File: config.mk
export PLATFORM = sky130hd
export DESIGN_NAME = snoop_line_ctrl
export DESIGN_NICKNAME = d
export VERILOG_FILES = /design/src/rtl/snoop_pkg.sv /design/src/rtl/snoop_line_store.sv /design/src/rtl/snoop_cpu_side.sv /design/src/rtl/snoop_bus_side.sv /design/src/rtl/snoop_line_ctrl.sv
export SDC_FILE = /design/constraint.sdc
export NUM_CORES = 1
export LEC_CHECK = 0
export BUFFER_PORTS_ARGS = -buffer_cell sky130_fd_sc_hd__buf_2
export CORE_MARGIN = 5
export CORE_UTILIZATION = 28
export DETAILED_ROUTE_END_ITERATION = 8
export GPL_ROUTABILITY_DRIVEN = 1
export PLACE_DENSITY_LB_ADDON = 0.25
export REMOVE_ABC_BUFFERS = 1
export SLEW_MARGIN = 20
export SYNTH_ARGS = -nofsm -noshare
export SYNTH_HDL_FRONTEND = slang
export SYNTH_SLANG_ARGS = --single-unit
File: constraint.sdc
create_clock -name clk -period 5.1 [get_ports clk]
set_input_delay 0.255 -clock clk [delete_from_list [all_inputs] [get_ports clk]]
set_output_delay 0.255 -clock clk [all_outputs]
set_load 0.01 [all_outputs]
File: src/rtl/snoop_pkg.sv
// Shared types for the snooping line controller.
// Assumes: the bus command encoding is fixed, because the bus and memory decode it.
package snoop_pkg;

    typedef enum logic [1:0] {
        LN_INV = 2'd0,
        LN_SHR = 2'd1,
        LN_EXC = 2'd2
    } line_st_t;

    typedef enum logic [1:0] {
        BC_IDLE   = 2'd0,
        BC_RDMISS = 2'd1,
        BC_WRMISS = 2'd2,
        BC_WBACK  = 2'd3
    } bus_cmd_t;

endpackage

File: src/rtl/snoop_line_store.sv
// Tag and state array: one entry per set, two combinational read ports and one write port.
// Assumes: the caller never asks for two updates in the same cycle.
module snoop_line_store
    import snoop_pkg::*;
#(
    parameter int IDX_W = 2,
    parameter int TAG_W = 6
) (
    input  logic             clk,
    input  logic             rst_n,
    input  logic [IDX_W-1:0] ra_idx,
    output line_st_t         ra_st,
    output logic [TAG_W-1:0] ra_tag,
    input  logic [IDX_W-1:0] rb_idx,
    output line_st_t         rb_st,
    output logic [TAG_W-1:0] rb_tag,
    input  logic             w_en,
    input  logic [IDX_W-1:0] w_idx,
    input  line_st_t         w_st,
    input  logic             w_tag_en,
    input  logic [TAG_W-1:0] w_tag
);
    localparam int SETS = 1 << IDX_W;

    line_st_t         st_q  [SETS];
    logic [TAG_W-1:0] tag_q [SETS];

    for (genvar s = 0; s < SETS; s++) begin : g_set
        // Update one set's state and tag; reset leaves it Invalid.
        always_ff @(posedge clk) begin
            if (!rst_n) begin
                st_q[s]  <= LN_INV;
                tag_q[s] <= '0;
            end else if (w_en && (w_idx == IDX_W'(s))) begin
                st_q[s] <= w_st;
                if (w_tag_en) begin
                    tag_q[s] <= w_tag;
                end
            end
        end
    end

    // Read port A serves the processor side.
    always_comb begin
        ra_st  = st_q[ra_idx];
        ra_tag = tag_q[ra_idx];
    end

    // Read port B serves the snoop side.
    always_comb begin
        rb_st  = st_q[rb_idx];
        rb_tag = tag_q[rb_idx];
    end

endmodule

File: src/rtl/snoop_cpu_side.sv
// Processor side: classifies the request against the addressed line and chooses the
// bus transaction it needs next (write-back of a dirty victim, read miss or write miss).
// Assumes: the request stays stable until completion; a snoop cycle blocks any issue.
module snoop_cpu_side
    import snoop_pkg::*;
#(
    parameter int AW    = 8,
    parameter int IDX_W = 2
) (
    input  logic             cpu_req,
    input  logic             cpu_we,
    input  logic [AW-1:0]    cpu_addr,
    input  line_st_t         line_st,
    input  logic [AW-IDX_W-1:0] line_tag,
    input  logic             snp_vld,
    input  logic             bus_gnt,
    output logic             cpu_ready,
    output logic             bus_req,
    output bus_cmd_t         bus_cmd,
    output logic [AW-1:0]    bus_addr,
    output logic             fire,
    output line_st_t         upd_st,
    output logic             upd_tag_en
);
    localparam int TAG_W = AW - IDX_W;

    logic [TAG_W-1:0] req_tag;
    logic [IDX_W-1:0] req_idx;
    logic             tag_eq;
    logic             serve;
    logic             victim_dirty;

    // Split the address and decide whether the line can serve the request locally.
    always_comb begin
        req_tag      = cpu_addr[AW-1:IDX_W];
        req_idx      = cpu_addr[IDX_W-1:0];
        tag_eq       = (line_tag == req_tag);
        if (cpu_we) begin
            serve = (line_st == LN_EXC) && tag_eq;
        end else begin
            serve = (line_st != LN_INV) && tag_eq;
        end
        victim_dirty = (line_st == LN_EXC) && !tag_eq;
    end

    // Choose the next transaction and its address; report completion.
    always_comb begin
        cpu_ready = cpu_req && serve && !snp_vld;
        bus_req   = cpu_req && !serve;
        if (!bus_req) begin
            bus_cmd = BC_IDLE;
        end else if (victim_dirty) begin
            bus_cmd = BC_WBACK;
        end else if (cpu_we) begin
            bus_cmd = BC_WRMISS;
        end else begin
            bus_cmd = BC_RDMISS;
        end
        bus_addr = victim_dirty ? {line_tag, req_idx} : cpu_addr;
    end

    // Issue on grant outside snoop cycles and give the state the line takes.
    always_comb begin
        fire       = bus_req && bus_gnt && !snp_vld;
        upd_tag_en = (bus_cmd != BC_WBACK);
        if (bus_cmd == BC_WBACK) begin
            upd_st = LN_INV;
        end else if (cpu_we) begin
            upd_st = LN_EXC;
        end else begin
            upd_st = LN_SHR;
        end
    end

endmodule

File: src/rtl/snoop_bus_side.sv
// Snoop side: compares a snooped transaction with the line it indexes, flags intervention
// for a dirty owner and gives the state the line drops to.
// Assumes: snooped transactions come from other caches, never from this one.
module snoop_bus_side
    import snoop_pkg::*;
#(
    parameter int TAG_W = 6
) (
    input  logic             snp_vld,
    input  logic             snp_wr,
    input  logic [TAG_W-1:0] snp_tag,
    input  line_st_t         line_st,
    input  logic [TAG_W-1:0] line_tag,
    output logic             snp_supply,
    output logic             upd_en,
    output line_st_t         upd_st
);
    logic held;

    // Detect a valid copy of the snooped block and work out the reaction.
    always_comb begin
        held       = snp_vld && (line_st != LN_INV) && (line_tag == snp_tag);
        snp_supply = held && (line_st == LN_EXC);
        upd_en     = held && (snp_wr || (line_st == LN_EXC));
        upd_st     = snp_wr ? LN_INV : LN_SHR;
    end

endmodule

File: src/rtl/snoop_line_ctrl.sv
// Top of the snooping write-invalidate line controller: joins the tag/state array,
// the processor side and the snoop side. A snoop update takes the single array write
// port; a local issue can only occur in cycles without a snoop.
// Assumes: block addresses, direct mapping, one bus transaction per grant.
module snoop_line_ctrl
    import snoop_pkg::*;
#(
    parameter int AW    = 8,
    parameter int IDX_W = 2
) (
    input  logic          clk,
    input  logic          rst_n,
    input  logic          cpu_req,
    input  logic          cpu_we,
    input  logic [AW-1:0] cpu_addr,
    output logic          cpu_ready,
    output logic          bus_req,
    output logic [1:0]    bus_cmd,
    output logic [AW-1:0] bus_addr,
    input  logic          bus_gnt,
    input  logic          snp_vld,
    input  logic          snp_wr,
    input  logic [AW-1:0] snp_addr,
    output logic          snp_supply
);
    localparam int TAG_W = AW - IDX_W;

    line_st_t         c_st, s_st, c_upd_st, s_upd_st, w_st;
    logic [TAG_W-1:0] c_tag, s_tag;
    logic             c_fire, c_tag_en, s_upd_en;
    logic             w_en, w_tag_en;
    logic [IDX_W-1:0] w_idx;
    bus_cmd_t         cmd_e;

    snoop_line_store #(.IDX_W(IDX_W), .TAG_W(TAG_W)) u_store (
        .clk      (clk),
        .rst_n    (rst_n),
        .ra_idx   (cpu_addr[IDX_W-1:0]),
        .ra_st    (c_st),
        .ra_tag   (c_tag),
        .rb_idx   (snp_addr[IDX_W-1:0]),
        .rb_st    (s_st),
        .rb_tag   (s_tag),
        .w_en     (w_en),
        .w_idx    (w_idx),
        .w_st     (w_st),
        .w_tag_en (w_tag_en),
        .w_tag    (cpu_addr[AW-1:IDX_W])
    );

    snoop_cpu_side #(.AW(AW), .IDX_W(IDX_W)) u_cpu (
        .cpu_req    (cpu_req),
        .cpu_we     (cpu_we),
        .cpu_addr   (cpu_addr),
        .line_st    (c_st),
        .line_tag   (c_tag),
        .snp_vld    (snp_vld),
        .bus_gnt    (bus_gnt),
        .cpu_ready  (cpu_ready),
        .bus_req    (bus_req),
        .bus_cmd    (cmd_e),
        .bus_addr   (bus_addr),
        .fire       (c_fire),
        .upd_st     (c_upd_st),
        .upd_tag_en (c_tag_en)
    );

    snoop_bus_side #(.TAG_W(TAG_W)) u_snp (
        .snp_vld    (snp_vld),
        .snp_wr     (snp_wr),
        .snp_tag    (snp_addr[AW-1:IDX_W]),
        .line_st    (s_st),
        .line_tag   (s_tag),
        .snp_supply (snp_supply),
        .upd_en     (s_upd_en),
        .upd_st     (s_upd_st)
    );

    // Route either the snoop update or the local issue onto the array write port.
    always_comb begin
        bus_cmd  = cmd_e;
        w_en     = s_upd_en || c_fire;
        w_idx    = s_upd_en ? snp_addr[IDX_W-1:0] : cpu_addr[IDX_W-1:0];
        w_st     = s_upd_en ? s_upd_st : c_upd_st;
        w_tag_en = !s_upd_en && c_tag_en;
    end

endmodule

* Yosys cells after proc, flatten, opt, wreduce, memory -nomap -nowiden
Memory sizes are Yosys's and may differ from the RTL's.
Index checks and enable logic that the tools add are counted.
** Word-level totals
- Logic and storage cells :: 88
- Output and inout port bits :: 13
- Input bits :: 23
- Memory bits (writable) :: 32
- Memories :: 2
- Bits in registers :: 0
** Memory list
- u_store.tag_q :: words 4, width 6, read ports 2, clocked after Yosys merged registers in 0, write ports 4, RTL line snoop_line_store.sv:26 : logic [TAG_W-1:0] tag_q [SETS];
- u_store.st_q :: words 4, width 2, read ports 2, clocked after Yosys merged registers in 0, write ports 4, RTL line snoop_line_store.sv:25 : line_st_t st_q [SETS];
** Operators by class
- Bitwise gates (word level) :: 8
- Mux-type cells :: 43
- Reductions and logical operators :: 26
- Equal/unequal tests :: 9
** Operator list (count)
- 2-to-1 mux 1 bit :: 28
- 2-to-1 mux 6 bit :: 4
- 2-to-1 mux 2 bit :: 10
- logical AND 1 bit :: 17
- == test 6 bit :: 2
- == test 2 bit, second input constant :: 5
- 2-to-1 mux 8 bit :: 1
- OR 1 bit :: 8
- logical NOT 1 bit :: 4
- nonzero test 2 bit :: 2
- == test 2 x 1 -> 1 bit, second input constant :: 1
- logical NOT 2 bit :: 1
- logical OR 1 bit :: 2
- inequality test 2 bit, second input constant :: 1

* Depth between registers and ports, before layout
Gate-level depths: netlist (run 1).
An unclocked memory read counts as a cell.
- Depth in word-level cells :: 14
- Mapped depth :: 10
- Gate-level depth less buffers :: 6

* By module
Synthesis (run 1) repeated with hierarchy kept, for this count alone.
** Second synthesis, totals
- Cells, all modules :: 186
- Area total of the unflattened synthesis :: 2113.3 µm²
** Modules (own cells, without submodules)
- snoop_line_store :: area each 1634.1 µm², times used 1, seq. area each 960.9 µm², cells an instance 113
- snoop_cpu_side :: area each 292.8 µm², times used 1, seq. area each 0.0 µm², cells an instance 50
- snoop_bus_side :: area each 126.4 µm², times used 1, seq. area each 0.0 µm², cells an instance 17
- snoop_line_ctrl :: area each 60.1 µm², times used 1, seq. area each 0.0 µm², cells an instance 6

* Worst setup path before layout (run 1)
No wires, ideal clock.
- Kind :: input -> register
- Start :: input cpu_addr[0]
- End :: memory u_store.tag_q[2][0], enable pin
- Path buffers :: 2
- Library setup time :: 0.377 ns
- Stages on the path :: 8
- Data required time :: 4.723 ns
- Arrival :: 2.536 ns
- Path slack :: 2.186 ns
- Path through :: buf_2 -> mux4_2 -> nor2b_1 -> o211ai_2 -> o21ai_1 -> or2_2 -> buf_2 -> o21ai_0
** RTL lines
- start, declared :: RTL line snoop_line_ctrl.sv:15 : input logic [AW-1:0] cpu_addr,
- end, declared :: RTL line snoop_line_store.sv:26

==> results of run 1 <==
==> metal layers <==
layer,GRT usage,part of all wire,up-vias
met1,0.198,0.47,834
met4,0.0420,0.013,0
met5,0,0,-
met3,0.0259,0.063,10
met2,0.198,0.46,71
li1,-,-,754
==> cells in the final DEF, fill, tap and decap left out, drive strengths merged, types with 5 or more instances in the layout <==
cell / count
buf: 35
edfxtp: 32
a21oi: 16
and3: 15
mux4: 13
nand4: 12
xnor2: 9
o21ai: 8
mux2: 6
mux2i: 6
xor2: 6
inv: 5
clkbuf: 5
==> worst paths after layout <==
kind                            slack (ns)  cells past startpoint                           endpoint                              start
worst min-delay path                  0.36                      2  u_store.tag_q[0][3]$_SDFFCE_PN0P_                        cpu_addr[5]
worst min register to register        1.28                      5   u_store.st_q[3][0]$_SDFFCE_PN0P_   u_store.st_q[0][0]$_SDFFCE_PN0P_
worst max register to register        1.79                      6  u_store.tag_q[0][2]$_SDFFCE_PN0P_  u_store.tag_q[1][4]$_SDFFCE_PN0P_
worst max-delay path                  1.79                      6  u_store.tag_q[0][2]$_SDFFCE_PN0P_  u_store.tag_q[1][4]$_SDFFCE_PN0P_
==> state kept, by name, summed over array words and instances (netlist names) <==
name,cells
u_store.st_q,8
u_store.tag_q,24
==> where the power goes <==
part	switching [W]	total, W	internal [W]
Clock	0.000103	0.000247	0.000145
Combinational	0.0000708	0.000120	0.0000488
Sequential	0.00000675	0.000307	0.000300
==> cells by family after synthesis <==
group,count (synthesis),share of synthesized area
AO/OA/AOI/OAI,40,0.126
XOR/XNOR,15,0.0591
buffers and inverters,20,0.0636
flip-flops,32,0.432
multiplexers,25,0.196
AND/OR/NAND/NOR,42,0.123
==> area by class of cell <==
| class | count | area [um^2] |
|---|---|---|
| Sequential cell | 32 | 961 |
| Fill cell | 800 | 5210 |
| Timing Repair Buffer | 35 | 175 |
| Inverter | 5 | 18.8 |
| Clock inverter | 3 | 42.5 |
| Tap cell | 102 | 128 |
| Clock buffer | 5 | 68.8 |
| Multi-Input combinational cell | 122 | 1120 |
==> through the flow <==
stage | setup WS, ns | cell area, um^2 | total power, W
after floorplan | 2.46 | 2100 | 0.000379
after global placement | 1.56 | 2400 | 0.000433
after detailed placement | 1.60 | 2400 | 0.000430
after CTS | 1.86 | 2510 | 0.000675
after global routing | 1.72 | 2510 | 0.000697
final | 1.79 | 2510 | 0.000674
==> flow_metrics.tcl, run 1 <==
set metrics [dict create \
    vias_per_cell 5.49 \
    synth_area_um2 2220 \
    ios 36 \
    clk_path_buf_depth 2 \
    die_height_um 99.1 \
    synth_area_leaders "edfxtp_1, mux4_2, mux4_1, and3_1, a21oi_1" \
    crit_type "flip-flop to flip-flop" \
    drt-total-wl_um 6440 \
    final_net_count 224 \
    cp-end-kind "flip-flop" \
    antenna_found_initial 0 \
    grt_max_degree 19 \
    crit_slowest_cell "o21ai_0" \
    drive_gt1_frac 0.337 \
    critical_path.max_stage_delay_ns 0.90 \
    synthTopCellsByCount "edfxtp_1, a21oi_1, and3_1, nand4_1" \
    drt_iter0_drc 179 \
    cts.clk_slew.worst_paths_ns 0.08 \
    core_area_um2 7730 \
    synth_warnings 0 \
    slew_viol_final 0 \
    setup_tns_ns 0 \
    fp.dieW_um 99.1 \
    grt_pass1_vias 1632 \
    setup_viol 0 \
    timing.hold.ws_ns 0.355 \
    cp_num_buf_inv 0 \
    finalWorstPathRequiredPeriod_ns 3.31 \
    dieArea_um2 9820 \
    vdd_drop_max_mv 0.160 \
    yosysSeqAreaShare 0.432 \
    crit_chain "mux4_2 -> xnor2_1 -> nand4_2 -> o211ai_4 -> nand2_1 -> o21ai_0" \
    fp-row-count 32 \
    areaGrowthSynthToFinish_pct 13.1 \
    n_antenna_cell 0 \
    fin_cells 304 \
    cap_violations 0 \
    syn_avg_cell_area_um2 12.8 \
    async_flop_share 0 \
    dp_cells 296 \
    num_vias 1669 \
    p_per_area_nw_per_um2 268 \
    cpLargestDelayFamily "compound AO/OA/AOI/OAI gates" \
    syn_inst 174 \
    status "finished clean" \
    htree_levels 2 \
    synth_edf_count 32 \
    overflow 0 \
    leakage_nw 0.974 \
    worstPathMaxFanout 10 \
    grt_pass1_wl_um 10100 \
    cts_root_buf "clkbuf_8" \
    synth.most_common_cell "edfxtp_1" \
    drc 0 \
    clock_latency_ns 0.29 \
    yosys_most_used_dff "edfxtp_1" \
    grtUsageTotal 0.134 \
    hold_path.class "input pin to flip-flop" \
    slew_headroom 0.251 \
    utilization 0.325 \
    critical_path_required_ns 5.01 \
    synth.largest_area_cell "edfxtp_1" \
    worst_slew_pin_slew_ns 1.11 \
    dp_hpwl_um 4770 \
    drt.antenna.violating_nets 0 \
    ys_types 42 \
    yosysTopAreaCellShare 0.432 \
    start_kind "flip-flop" \
    cts_buffers 5 \
    rsz0062_at_grt "false" \
    arrival_ns 3.22 \
    initial_utilization 0.288 \
    fin_skew_ns 0.00803 \
    firstDrtPassIters 4 \
    wl_per_cell_um 21.2 \
    period_share 0.648 \
    fmax_ghz 0.302 \
    postCtsHoldBufs 0 \
    cts_resized 0 \
    gp_congestion 0.840 \
    tritoncts "built" \
    port-buffer-count 35 \
    hold_viol_final 0 \
    clock-sinks 32 \
    ys_ff_latch 32 \
    postCtsSetupBuffers 0 \
]
No activity file was read; power rests on OpenSTA's default activity.
==> run 2: changes to the inputs <==
==> constraint.sdc (replaced) <==
create_clock -name clk -period 2.67 [get_ports clk]
set_input_delay 0.1335 -clock clk [delete_from_list [all_inputs] [get_ports clk]]
set_output_delay 0.1335 -clock clk [all_outputs]
set_load 0.01 [all_outputs]
==> flow_metrics.tcl, run 2 (synthesis results as in run 1) <==
set metrics [dict create \
    status "finished, violations left" \
    violations "negative setup slack" \
    cpMostUsedCell "buf_4" \
    p_seq_frac 0.425 \
    areaGrowthSynthToFinish_pct 36.4 \
    rrSetupSlack_ns -0.04 \
    cp_num_buf_inv 3 \
    start_kind "flip-flop" \
    vias_per_cell 5.27 \
    p_sw_w 0.000374 \
    fin_skew_ns 0.00486 \
    antenna_found_initial 0 \
    r2r_cells 9 \
    final_cell_mix "buf_4, edfxtp_1, buf_2" \
    clk_path_buf_depth 2 \
    pre_cts_ws_ns -0.200 \
    dieArea_um2 9820 \
    critical_path.max_stage_delay_ns 0.52 \
    timing.hold.ws_ns 0.201 \
    setup_ws_ns -0.0399 \
    overflow 0 \
    arrival_ns 2.76 \
    cp-startpoint "u_store.tag_q[1][4]$_SDFFCE_PN0P_" \
    cts.clk_slew.worst_paths_ns 0.07 \
    path_depth 9 \
    timing.rr.end "u_store.tag_q[1][2]$_SDFFCE_PN0P_" \
    hold_path.class "input pin to flip-flop" \
    clock_latency_ns 0.29 \
    fillerInstances 749 \
    cts_root_buf "clkbuf_8" \
    drt_iter0_drc 121 \
    cap_violations 0 \
    largest_register_ffs 24 \
    hold_viol_final 0 \
    cpLargestDelayFamily "multiplexers" \
    p_per_area_nw_per_um2 455 \
    die_height_um 99.1 \
    top_register "u_store.tag_q" \
    worstPathMaxFanout 4 \
    period_share 1.01 \
    reg.largest.list "u_store.tag_q (24), u_store.st_q (8)" \
    htree_levels 2 \
    fp-row-count 32 \
    power.total_w 0.00138 \
    setup_viol 15 \
    drive_gt1_frac 0.535 \
    cp-end-kind "flip-flop" \
    cts_buffers 5 \
    leakage_nw 1.25 \
    grt_max_degree 19 \
    fp.dieW_um 99.1 \
    initial_utilization 0.288 \
    postCtsHoldBufs 0 \
    grt_pass1_wl_um 10400 \
    clockPowerShare 0.348 \
    crit_path_end "u_store.tag_q[1][2]$_SDFFCE_PN0P_" \
    vdd_drop_max_mv 0.222 \
    slew_headroom 0.658 \
    firstDrtPassIters 4 \
    drc 0 \
    ios 36 \
    grt_pass1_vias 1820 \
    sw_frac_of_total 0.271 \
    wl_per_cell_um 19.9 \
    worst_slew_pin_slew_ns 0.506 \
    seq_area_um2 961 \
    drt-total-wl_um 6910 \
    core_area_um2 7730 \
    drt.antenna.violating_nets 0 \
    rsz0062_at_grt "true" \
    multi_input_comb_area_um2 1250 \
    final_common_cell "buf_4" \
    slew_viol_final 0 \
    critical_path_required_ns 2.72 \
    hp-start "cpu_we" \
    gp_congestion 0.853 \
    clock-sinks 32 \
    dp_hpwl_um 5340 \
    r2r-start "u_store.tag_q[1][4]$_SDFFCE_PN0P_" \
    port-buffer-count 35 \
    p_int_w 0.00101 \
    crit_chain "mux4_2 -> xnor2_2 -> nand4_2 -> buf_4 -> buf_4 -> o211ai_1 -> a22oi_2 -> buf_4 -> and3_1" \
    finalWorstPathRequiredPeriod_ns 2.71 \
    num_vias 1829 \
    n_antenna_cell 0 \
    crit_slowest_cell "mux4_2" \
    final_net_count 267 \
    p_comb_frac 0.227 \
    tritoncts "built" \
    crit_type "flip-flop to flip-flop" \
    grtUsageTotal 0.142 \
    fmax_ghz 0.369 \
]
run 2: cell types whose count changed in the layout (fill, tap and decap cells not counted), sizes merged:
cell and delta:
buf +43
run 2: power by group through the flow:
| stage | clock network [W] | registers (W) | logic (W) |
|---|---|---|---|
| after floorplan | 0 | 0.000589 | 0.000135 |
| after global placement | 0 | 0.000597 | 0.000263 |
| after detailed placement | 0 | 0.000596 | 0.000264 |
| after CTS | 0.000482 | 0.000585 | 0.000284 |
| after global routing | 0.000500 | 0.000588 | 0.000334 |
| final | 0.000480 | 0.000586 | 0.000313 |
run 2: worst min path at each step:
stage                                              to  slack (ns)  depth (start not counted)
floorplan                                 bus_addr[0]        0.27                          0
global placement     u_store.st_q[0][1]$_SDFFCE_PN0P_        0.51                          2
detailed placement  u_store.tag_q[1][4]$_SDFFCE_PN0P_        0.51                          2
CTS                  u_store.st_q[0][1]$_SDFFCE_PN0P_        0.20                          2
global route         u_store.st_q[0][1]$_SDFFCE_PN0P_        0.22                          2
finish               u_store.st_q[0][1]$_SDFFCE_PN0P_        0.20                          2
run 2: repair_timing:
item	in CTS	in global routing
setup buffers	2	5
setup endpoints to repair	29	59
resized for setup	12	28
pin swaps	3	8
run 2: metal layers:
metal,part of all wire,global-route usage
met1,0.46,0.190
met2,0.48,0.231
met3,0.042,0.0259
met4,0.016,0.0473
met5,0,0
run 2: layout make-up:
cell class,count,area share
clock buffer,5,0.0227
clock inverter,3,0.0140
inverter,5,0.00619
timing repair buffer,78,0.187
sequential,32,0.317
tap,102,0.0421
multi-input combinational,122,0.411
run 2: stage by stage:
stage	cell area [um^2]	cells	TNS [ns]	utilization
after floorplan	2100	159	0	-
after global placement	2700	332	-2.86	0.349
after detailed placement	2700	332	-3.29	0.349
after CTS	2890	342	0	0.374
after global routing	3030	347	-1.05	0.392
final	3030	347	-0.397	0.392
